`src/rtl/periph_clk_gate.sv`:
```
module periph_clk_gate #(
  parameter int N = 8,
  localparam int SW = (N > 1) ? $clog2(N) : 1
) (
  input  logic          clk,
  input  logic          rst_n,
  input  logic          wfi_evt,
  input  logic          deep_req,
  input  logic          irq_pend,
  input  logic          cfg_wr,
  input  logic [1:0]    cfg_addr,
  input  logic [N-1:0]  cfg_wdata,
  output logic [N-1:0]  cfg_rdata,
  input  logic          bus_req,
  input  logic [SW-1:0] bus_sel,
  output logic          bus_fault,
  output logic [1:0]    power_mode,
  output logic          cpu_clk_en,
  output logic [N-1:0]  periph_clk_en
);
  localparam logic [1:0] M_RUN = 2'd0, M_LITE = 2'd1, M_DEEP = 2'd2;

  logic [N-1:0] run_q, lite_q, deep_q, run_d, lite_d, deep_d, en_d;
  logic         auto_q, auto_d;
  logic [1:0]   mode_d;

  assign run_d  = (cfg_wr && cfg_addr == 2'd0) ? cfg_wdata : run_q;
  assign lite_d = (cfg_wr && cfg_addr == 2'd1) ? cfg_wdata : lite_q;
  assign deep_d = (cfg_wr && cfg_addr == 2'd2) ? cfg_wdata : deep_q;
  assign auto_d = (cfg_wr && cfg_addr == 2'd3) ? cfg_wdata[0] : auto_q;

  always_comb begin
    mode_d = power_mode;
    if (power_mode == M_RUN) begin
      if (wfi_evt && !irq_pend) mode_d = deep_req ? M_DEEP : M_LITE;
    end else if (irq_pend) begin
      mode_d = M_RUN;
    end
  end

  always_comb begin
    if (mode_d == M_RUN || !auto_d) en_d = run_d;
    else if (mode_d == M_LITE)      en_d = lite_d;
    else                            en_d = deep_d;
  end

  always_ff @(posedge clk or negedge rst_n) begin
    if (!rst_n) begin
      run_q         <= '0;
      lite_q        <= '0;
      deep_q        <= '0;
      auto_q        <= 1'b0;
      power_mode    <= M_RUN;
      cpu_clk_en    <= 1'b1;
      periph_clk_en <= '0;
    end else begin
      run_q         <= run_d;
      lite_q        <= lite_d;
      deep_q        <= deep_d;
      auto_q        <= auto_d;
      power_mode    <= mode_d;
      cpu_clk_en    <= (mode_d == M_RUN);
      periph_clk_en <= en_d;
    end
  end

  always_comb begin
    cfg_rdata = '0;
    case (cfg_addr)
      2'd0:    cfg_rdata = run_q;
      2'd1:    cfg_rdata = lite_q;
      2'd2:    cfg_rdata = deep_q;
      default: cfg_rdata[0] = auto_q;
    endcase
  end

  assign bus_fault = bus_req && !((int'(bus_sel) < N) && periph_clk_en[bus_sel]);
endmodule

```
`config.mk`:
```
export PLATFORM = sky130hd
export DESIGN_NAME = periph_clk_gate
export DESIGN_NICKNAME = d
export VERILOG_FILES = /design/src/rtl/periph_clk_gate.sv
export SDC_FILE = /design/constraint.sdc
export NUM_CORES = 1
export LEC_CHECK = 0
export ABC_CLOCK_PERIOD_IN_PS = 1400
export CORE_ASPECT_RATIO = 0.75
export CORE_UTILIZATION = 45
export DETAILED_ROUTE_END_ITERATION = 10
export DONT_BUFFER_PORTS = 1
export GPL_TIMING_DRIVEN = 0
export MAX_ROUTING_LAYER = met4
export PLACE_DENSITY_LB_ADDON = 0.15
export SLEW_MARGIN = 10
export SYNTH_ARGS = -nofsm -noshare
export SYNTH_HDL_FRONTEND = slang
export SYNTH_SLANG_ARGS = --single-unit
```
`constraint.sdc`:
```
create_clock -name clk -period 1.4 [get_ports clk]
set_input_delay 0.28 -clock clk [delete_from_list [all_inputs] [get_ports clk]]
set_output_delay 0.28 -clock clk [all_outputs]
set_load 0.005 [all_outputs]
```
==> flow_metrics.py, run 1 <==
metrics = {
    "power": {
        "ir_drop_v": 0.000823,
        "powerDensity_nw_per_um2": 1360,
        "power.leakage_nw": 0.856,
    },
    "critical_path": {
        "end_kind": "output pin",
        "critPathKind": "flip-flop to output pin",
        "required_ns": 1.12,
        "rr_endpoint": "periph_clk_en[6]$_DFF_PN0_",
        "worstReg2RegStart": "power_mode[0]$_DFF_PN0_",
        "cp_max_fo": 2,
        "arrival_ns": 1.47,
        "cp-start-kind": "flip-flop",
        "worst-r2r-cell-count": 5,
        "ff2ff_setup_slack_ns": 0.07,
    },
    "finish": {
        "drive_above_1_share_pct": 39.6,
        "fillers": 322,
        "num_antenna_cells": 0,
        "multi_input_area_um2": 827,
        "fin_util_pct": 54.5,
        "seqCellArea_um2": 905,
        "nets": 163,
        "syn2layout_area_growth_pct": 15.5,
    },
    "placed_design": {
        "numPortBuffers": 0,
        "post-place-ws_ns": -0.226,
        "place_congestion": 0.766,
        "place_hpwl_um": 2830,
    },
    "routing": {
        "wirelength_um": 4020,
        "drtAntennaViolNets": 0,
        "drt_iter0_drc": 40,
        "drc": 0,
        "vias_per_cell": 5.78,
        "wire_per_inst_um": 20.5,
        "firstDrtPassIters": 4,
        "vias": 1132,
    },
    "timing": {
        "setup_violations": 2,
        "fin_skew_ns": 0.00753,
        "fmax_ghz": 0.573,
        "drv_slew": 0,
        "worst_slack_ns": -0.346,
        "rsz0062_at_grt": "yes",
        "finalHoldViolCount": 0,
        "tightest_slew_ns": 0.299,
        "post-route-period-util_pct": 125,
        "relSlewSlack_pct": 79.8,
        "fin_crit_ns": 1.75,
    },
    "logic_synthesis": {
        "synthAdderAreaFrac_pct": 0,
        "yosysUniqueCellTypes": 25,
        "synthCells": 132,
        "syn_area_um2": 1730,
        "yosysTopAreaCell": "dfrtp_1",
        "synthXorXnorAreaFrac_pct": 0,
        "yosys_register_bits": 36,
        "yosys.area_share.simple_pct": 6.81,
        "yosysTopAreaCellShare_pct": 50.7,
        "synth_top_family_by_area": "multiplexers",
        "synth.area.top_cells": "dfrtp_1 (51%), mux2_2 (16%), mux2i_1 (9.9%)",
        "synth_mux_area_share_pct": 29.4,
        "yosysWarningCount": 0,
        "synth_fp_nets": 152,
        "synth_compound_area_share_pct": 8.99,
        "avgSynthCellArea_um2": 13.1,
        "ys_seq_area_share_pct": 52.2,
    },
    "clock_network": {
        "htreeDepth": 2,
        "cts_tree": "done",
        "cts_buffers": 5,
        "cts_root_buf": "clkbuf_8",
        "clkSinkCount": 36,
        "clk_latency_ns": 0.29,
        "path_clk_slew_ns": 0.07,
        "cts_buffer_depth": 2,
    },
    "status": {
        "violations": "negative setup slack",
        "status": "complete, but fails checks",
    },
    "run": {
        "drv_cap": 0,
    },
    "floorplanning": {
        "num_rows": 19,
        "die_h_um": 55.6,
        "die-area_um2": 4090,
        "initial_core_util_pct": 47.2,
        "ios": 40,
        "core-area_um2": 3660,
        "die_x_um": 73.5,
    },
    "global_routing": {
        "grt_use_total_pct": 22.9,
        "grt_pass1_wl_um": 6420,
        "grt_start_max_net_pins": 37,
        "antenna_found_initial": 0,
        "grt-ovfl-total": 0,
        "grt_pass1_vias": 1245,
    },
    "hold_path": {
        "hold_path.class": "primary input to flip-flop",
        "min-delay-start": "irq_pend",
        "hold_depth": 1,
        "holdPathEnd": "power_mode[0]$_DFF_PN0_",
    },
}
## cells by family (layout without fill, tap and decap cells)
logic type / count (synthesis) / in the layout
buffers and inverters: 7 / 19
AND/OR/NAND/NOR: 19 / 19
AO/OA/AOI/OAI: 26 / 26
multiplexers: 44 / 44
flip-flops: 36 / 36
## cell usage after synthesis (all sizes together)
cell type   n
o31ai       8
or2         1
nor2        2
dfrtp      35
inv         2
nor3        1
a21oi       1
a31oi       1
o21ai      16
and2b       1
buf         4
nand2b      1
nand3       1
nor2b       1
mux2       24
mux4        3
clkbuf      1
nand2       7
dfstp       1
nor3b       1
nand3b      2
and2        1
mux2i      17
## worst max-delay path by stage
stage / start / to / slack [ns]
6_report: periph_clk_en[7]$_DFF_PN0_ / bus_fault / -0.35
3_3_place_gp: cfg_addr[0] / periph_clk_en[2]$_DFF_PN0_ / -0.21
5_1_grt: periph_clk_en[4]$_DFF_PN0_ / bus_fault / -0.39
3_5_place_dp: cfg_addr[0] / periph_clk_en[5]$_DFF_PN0_ / -0.23
2_1_floorplan: cfg_addr[0] / periph_clk_en[0]$_DFF_PN0_ / 0.01
4_1_cts: periph_clk_en[4]$_DFF_PN0_ / bus_fault / -0.36
## sequential cells by signal, indices dropped and copies added (netlist names)
register	cells
lite_q	8
cpu_clk_en	1
periph_clk_en	8
power_mode	2
run_q	8
deep_q	8
auto_q	1
## where the power goes
group | total (W) | internal (W) | switching, W
sequential | 0.00138 | 0.00124 | 0.000134
combinational | 0.000589 | 0.000300 | 0.000289
clock | 0.000744 | 0.000401 | 0.000343
total | 0.00271 | 0.00194 | 0.000766
## per-layer routing
| metal | GRT usage [%] | vias to the layer above | wire length, µm |
|---|---|---|---|
| met4 | 10.2 | 0 | 80 |
| met3 | 5.80 | 10 | 165 |
| met1 | 27.2 | 582 | 1670 |
| li1 | - | 512 | - |
| met2 | 36.6 | 28 | 2100 |
| met5 | - | - | 0 |
## worst max-delay path, cell delays in order, from the launching register on
cell and delay (ns):
dfrtp_1 0.40, mux4_2 0.47, mux2i_1 0.14, and2_4 0.16
## metrics by stage
step | std cells | setup TNS [ns] | hold WS (ns) | instance area [µm²] | total power [W]
after CTS | 193 | -0.421 | 0.0385 | 1940 | 0.00270
after global placement | 184 | -1.98 | -0.0145 | 1790 | 0.00186
after detailed placement | 184 | -2.02 | -0.0142 | 1790 | 0.00190
after global routing | 196 | -0.492 | 0.0364 | 1990 | 0.00286
final | 196 | -0.413 | 0.0479 | 1990 | 0.00271
after floorplan | 132 | 0 | -0.0156 | 1730 | 0.00175
## cell usage in the layout (no fill, tap or decap), drive strengths merged
master	count
mux2	24
nor3b	1
mux2i	17
nand2	7
o31ai	8
dfrtp	35
clkbuf	8
dlygate4sd3	1
nor2b	1
mux4	3
and2b	1
inv	2
nand3	1
nor2	2
o21ai	16
nand3b	2
and2	1
nand2b	1
or2	1
a21oi	1
nor3	1
dfstp	1
buf	8
a31oi	1
## what timing repair did
action,in CTS,in global routing
resized for setup,7,7
hold buffers,2,0
endpoints found under the setup margin,10,13
pin swaps,1,2
setup buffers,0,3
endpoints found under the hold margin,36,0
## cell type report
type,count,share of cell area [%]
plain buffers,4,1.76
clock buffers,8,4.52
inverters,2,0.376
multi-input cells,89,41.5
flip-flops and latches,36,45.4
well taps,52,3.26
repair buffers,5,3.26
(Power assumes the default switching activity.)
==> run 2, diff against run 1 <==
- CORE_ASPECT_RATIO: 0.75 -> default
==> run 2 against run 1 <==
Net effect: the run still ends with negative setup slack left; die area about the same; global-route usage decreased by 2.4 points; final cell count decreased by 1.0%; largest power group unchanged; sequential power about the same; highest routed layer unchanged.
==> flow_metrics.py, run 2 (synthesized netlist as in run 1, its figures left out) <==
metrics = {
    "power": {
        "ir_drop_v": 0.000923,
        "power.total_w": 0.00271,
        "power.leakage_nw": 0.879,
        "powerDensity_nw_per_um2": 1350,
    },
    "critical_path": {
        "critPathSlowestCell": "mux4_2",
        "cp_slowest_stage_delay_ns": 0.46,
        "required_ns": 1.12,
        "worst-r2r-cell-count": 4,
        "end_kind": "output pin",
        "cp-start-kind": "flip-flop",
        "worstPathCellList": "mux4_2 -> mux2i_1 -> and2_1",
        "arrival_ns": 1.42,
        "ff2ff_setup_slack_ns": 0.05,
        "worstReg2RegStart": "power_mode[0]$_DFF_PN0_",
        "crit_buf_inv": 0,
        "critPathKind": "flip-flop to output pin",
        "rr_endpoint": "periph_clk_en[6]$_DFF_PN0_",
        "cp_max_fo": 2,
        "path_delay_family": "multiplexers",
    },
    "routing": {
        "vias": 1102,
        "wirelength_um": 3680,
        "vias_per_cell": 5.68,
        "drc": 0,
        "drt_iter0_drc": 17,
        "wire_per_inst_um": 19.0,
        "firstDrtPassIters": 4,
        "drtAntennaViolNets": 0,
    },
    "timing": {
        "tightest_slew_ns": 0.337,
        "drv_slew": 0,
        "post-route-period-util_pct": 121,
        "whs_ns": 0.0511,
        "fmax_ghz": 0.589,
        "relSlewSlack_pct": 77.3,
        "setup_violations": 2,
        "fin_crit_ns": 1.70,
        "fin_skew_ns": 0.00321,
        "rsz0062_at_grt": "yes",
        "worst_slack_ns": -0.298,
        "finalHoldViolCount": 0,
        "tns_ns": -0.325,
    },
    "floorplanning": {
        "die-area_um2": 4090,
        "die_h_um": 63.9,
        "num_rows": 22,
        "initial_core_util_pct": 47.2,
        "ios": 40,
        "core-area_um2": 3660,
        "die_x_um": 63.9,
    },
    "finish": {
        "layout_commonest_cell": "dfrtp_1",
        "design_area_um2": 2010,
        "fin_cells": 194,
        "drive_above_1_share_pct": 38.4,
        "syn2layout_area_growth_pct": 16.7,
        "num_antenna_cells": 0,
        "nets": 165,
        "layout_common_cells": "dfrtp_1 (34), mux2_2 (24), mux2i_1 (16)",
    },
    "placed_design": {
        "place_hpwl_um": 2560,
        "dp_cells": 180,
        "place_congestion": 0.747,
        "place_area_um2": 1790,
        "numPortBuffers": 0,
    },
    "run": {
        "drv_cap": 0,
    },
    "hold_path": {
        "hold_path.class": "primary input to flip-flop",
        "min-delay-start": "irq_pend",
        "holdPathEnd": "power_mode[0]$_DFF_PN0_",
        "hold_depth": 1,
    },
    "clock_network": {
        "cts_tree": "done",
        "cts_buffer_depth": 2,
        "cts_buffers": 5,
        "clkSinkCount": 36,
        "path_clk_slew_ns": 0.06,
        "cts_root_buf": "clkbuf_8",
        "htreeDepth": 2,
        "clk_latency_ns": 0.28,
    },
    "status": {
        "status": "complete, but fails checks",
        "violations": "negative setup slack",
    },
    "global_routing": {
        "antenna_found_initial": 0,
        "grt-ovfl-total": 0,
        "grt_use_total_pct": 20.4,
        "grt_pass1_vias": 1202,
        "grt_pass1_wl_um": 5930,
        "grt_start_max_net_pins": 37,
    },
}
run 2: layer usage:
| layer | GRT usage, % | share of wire (%) | vias up |
|---|---|---|---|
| met5 | - | 0 | - |
| met2 | 34.3 | 53 | 23 |
| met3 | 6.07 | 3.7 | 4 |
| li1 | - | - | 515 |
| met1 | 23.9 | 42 | 560 |
| met4 | 5.11 | 1.1 | 0 |
run 2: power breakdown:
| part | switching [W] | total [W] | internal (W) |
|---|---|---|---|
| clock network | 0.000337 | 0.000738 | 0.000401 |
| logic | 0.000306 | 0.000616 | 0.000310 |
| registers | 0.000115 | 0.00136 | 0.00124 |
run 2: area by class of cell:
class,instances,area [µm²]
plain buffers,4,37.5
clock buffers,8,90.1
fillers,309,1650
inverters,2,7.51
multi-input cells,89,836
flip-flops and latches,36,903
well taps,48,60.1
repair buffers,7,80.1
run 2: how the worst max path moves through the flow:
| stage | cells past startpoint | slack [ns] | start | endpoint |
|---|---|---|---|---|
| after global routing | 3 | -0.37 | periph_clk_en[7]$_DFF_PN0_ | bus_fault |
| after detailed placement | 5 | -0.28 | cfg_addr[0] | periph_clk_en[6]$_DFF_PN0_ |
| final | 3 | -0.30 | periph_clk_en[7]$_DFF_PN0_ | bus_fault |
| after global placement | 5 | -0.26 | cfg_addr[0] | periph_clk_en[6]$_DFF_PN0_ |
| after floorplan | 5 | 0.01 | cfg_addr[0] | periph_clk_en[0]$_DFF_PN0_ |
| after CTS | 3 | -0.30 | periph_clk_en[7]$_DFF_PN0_ | bus_fault |
run 2: through the flow:
stage,utilization [%],setup slack [ns]
3_3_place_gp,48.8,-0.262
2_1_floorplan,-,0.0101
3_5_place_dp,48.8,-0.280
5_1_grt,55.0,-0.366
4_1_cts,52.6,-0.304
6_report,55.0,-0.298
run 2: repair_timing:
action,4_1_cts,5_1_grt
endpoints found under the hold margin,36,0
hold buffers,2,0
setup buffers,0,5
endpoints found under the setup margin,11,10
gates resized for setup,7,8
pin swaps,2,3
==> run 3, diff against run 2 <==
- SETUP_SLACK_MARGIN: default -> 0.02
==> run 3 against run 2 <==
Net effect: the run still ends with negative setup slack left; hold slack lost 0.013 ns; first-iteration DRC count rose to 2.7 times the previous value; clock power grew 22%; clock skew barely moved; count of clock-buffer cells in the layout shrank 3; sequential power about the same; worst setup slack lost 0.011 ns; critical path depth is the same; final area increased by 0.68%; via count grew 1.5%; core utilization increased by 0.38 points; critical path type unchanged; largest power group unchanged.
==> flow_metrics.py, run 3 (synthesized netlist as in run 1, its figures left out) <==
metrics = {
    "status": {
        "status": "complete, but fails checks",
        "violations": "negative setup slack",
    },
    "routing": {
        "wirelength_um": 3700,
        "drc": 0,
        "firstDrtPassIters": 4,
        "drt_iter0_drc": 46,
        "vias": 1118,
        "wire_per_inst_um": 19.2,
        "vias_per_cell": 5.79,
        "drtAntennaViolNets": 0,
    },
    "critical_path": {
        "cp_max_fo": 2,
        "end_kind": "output pin",
        "cp_slowest_stage_delay_ns": 0.46,
        "cp-start-kind": "flip-flop",
        "arrival_ns": 1.43,
        "critPathSlowestCell": "mux4_2",
        "worstPathCellList": "mux4_2 -> mux2i_1 -> and2_1",
        "required_ns": 1.12,
        "critPathKind": "flip-flop to output pin",
    },
    "clock_network": {
        "cts_buffer_depth": 2,
        "clkSinkCount": 36,
        "htreeDepth": 2,
        "cts_root_buf": "clkbuf_8",
        "cts_tree": "done",
        "path_clk_slew_ns": 0.07,
        "clk_latency_ns": 0.29,
        "cts_buffers": 5,
    },
    "timing": {
        "fin_skew_ns": 0.00296,
        "fin_crit_ns": 1.71,
        "finalHoldViolCount": 0,
        "setup_violations": 2,
        "rsz0062_at_grt": "yes",
        "post-route-period-util_pct": 122,
        "drv_slew": 0,
        "tightest_slew_ns": 0.307,
        "whs_ns": 0.0385,
        "tns_ns": -0.357,
        "fmax_ghz": 0.585,
        "relSlewSlack_pct": 79.1,
        "worst_slack_ns": -0.310,
    },
    "finish": {
        "multi_input_area_um2": 832,
        "seqCellArea_um2": 903,
        "fillers": 333,
        "drive_above_1_share_pct": 39.3,
        "num_antenna_cells": 0,
        "fin_cells": 193,
        "design_area_um2": 2030,
        "layout_commonest_cell": "dfrtp_1",
        "layout_common_cells": "dfrtp_1 (34), mux2_2 (24), mux2i_1 (16)",
        "syn2layout_area_growth_pct": 17.5,
        "nets": 164,
        "fin_util_pct": 55.4,
    },
    "floorplanning": {
        "die-area_um2": 4090,
        "die_h_um": 63.9,
        "core-area_um2": 3660,
        "die_x_um": 63.9,
        "ios": 40,
        "num_rows": 22,
        "initial_core_util_pct": 47.2,
    },
    "hold_path": {
        "hold_path.class": "primary input to flip-flop",
    },
    "placed_design": {
        "place_congestion": 0.711,
        "dp_cells": 180,
        "numPortBuffers": 0,
        "place_area_um2": 1790,
        "place_hpwl_um": 2570,
    },
    "power": {
        "ir_drop_v": 0.000703,
        "powerDensity_nw_per_um2": 1410,
        "power.leakage_nw": 0.883,
    },
    "global_routing": {
        "grt_pass1_wl_um": 6040,
        "grt_use_total_pct": 20.7,
        "grt_start_max_net_pins": 37,
        "grt_pass1_vias": 1174,
        "antenna_found_initial": 0,
        "grt-ovfl-total": 0,
    },
    "run": {
        "drv_cap": 0,
    },
}
run 3: final cells by class:
type | count | area share (%)
Inverter | 2 | 0.370
Tap cell | 48 | 2.96
Buffer | 4 | 2.04
Timing Repair Buffer | 6 | 3.58
Sequential cell | 36 | 44.5
Multi-Input combinational cell | 89 | 41.0
Clock inverter | 3 | 2.10
Clock buffer | 5 | 3.39
run 3: power breakdown:
part	switching [W]	internal, W
Clock	0.000374	0.000526
Sequential	0.000116	0.00124
Combinational	0.000302	0.000309
run 3: repair_timing:
action,4_1_cts,5_1_grt
hold buffers,2,0
pin swaps,3,1
buffers inserted,4,0
gates resized for setup,13,4
hold endpoints to repair,36,0
setup endpoints to repair,11,6
run 3: worst paths after layout:
| kind | startpoint | endpoint | slack (ns) | cells after the start |
|---|---|---|---|---|
| hold / removal | irq_pend | power_mode[0]$_DFF_PN0_ | 0.04 | 1 |
| hold reg to reg | deep_q[6]$_DFF_PN0_ | deep_q[6]$_DFF_PN0_ | 0.53 | 1 |
| setup / recovery | periph_clk_en[7]$_DFF_PN0_ | bus_fault | -0.31 | 3 |
| max in group asynchronous | rst_n | cpu_clk_en$_DFF_PN1_ | 0.71 | 2 |
| min in group asynchronous | rst_n | periph_clk_en[7]$_DFF_PN0_ | 0.45 | 2 |
| setup reg to reg | power_mode[1]$_DFF_PN0_ | periph_clk_en[0]$_DFF_PN0_ | 0.07 | 5 |
run 3: layer usage:
metal	vias to the layer above	GRT usage (%)	part of all wire [%]
met5	-	-	0
met4	0	4.26	0.97
met3	7	7.32	5.1
met2	21	34.2	51
met1	578	24.5	43
li1	512	-	-
run 3: per-stage QoR:
stage,total power (W),setup WS [ns]
after floorplan,0.00175,0.0101
after global placement,0.00186,-0.259
after detailed placement,0.00188,-0.269
after CTS,0.00287,-0.312
after global routing,0.00300,-0.375
final,0.00287,-0.310
run 3: worst max-delay path, delay by kind of cell, from the launching register on:
kind / cells / cell delay, ns
simple gates: 1 / 0.15
mux: 2 / 0.59
flops: 1 / 0.40
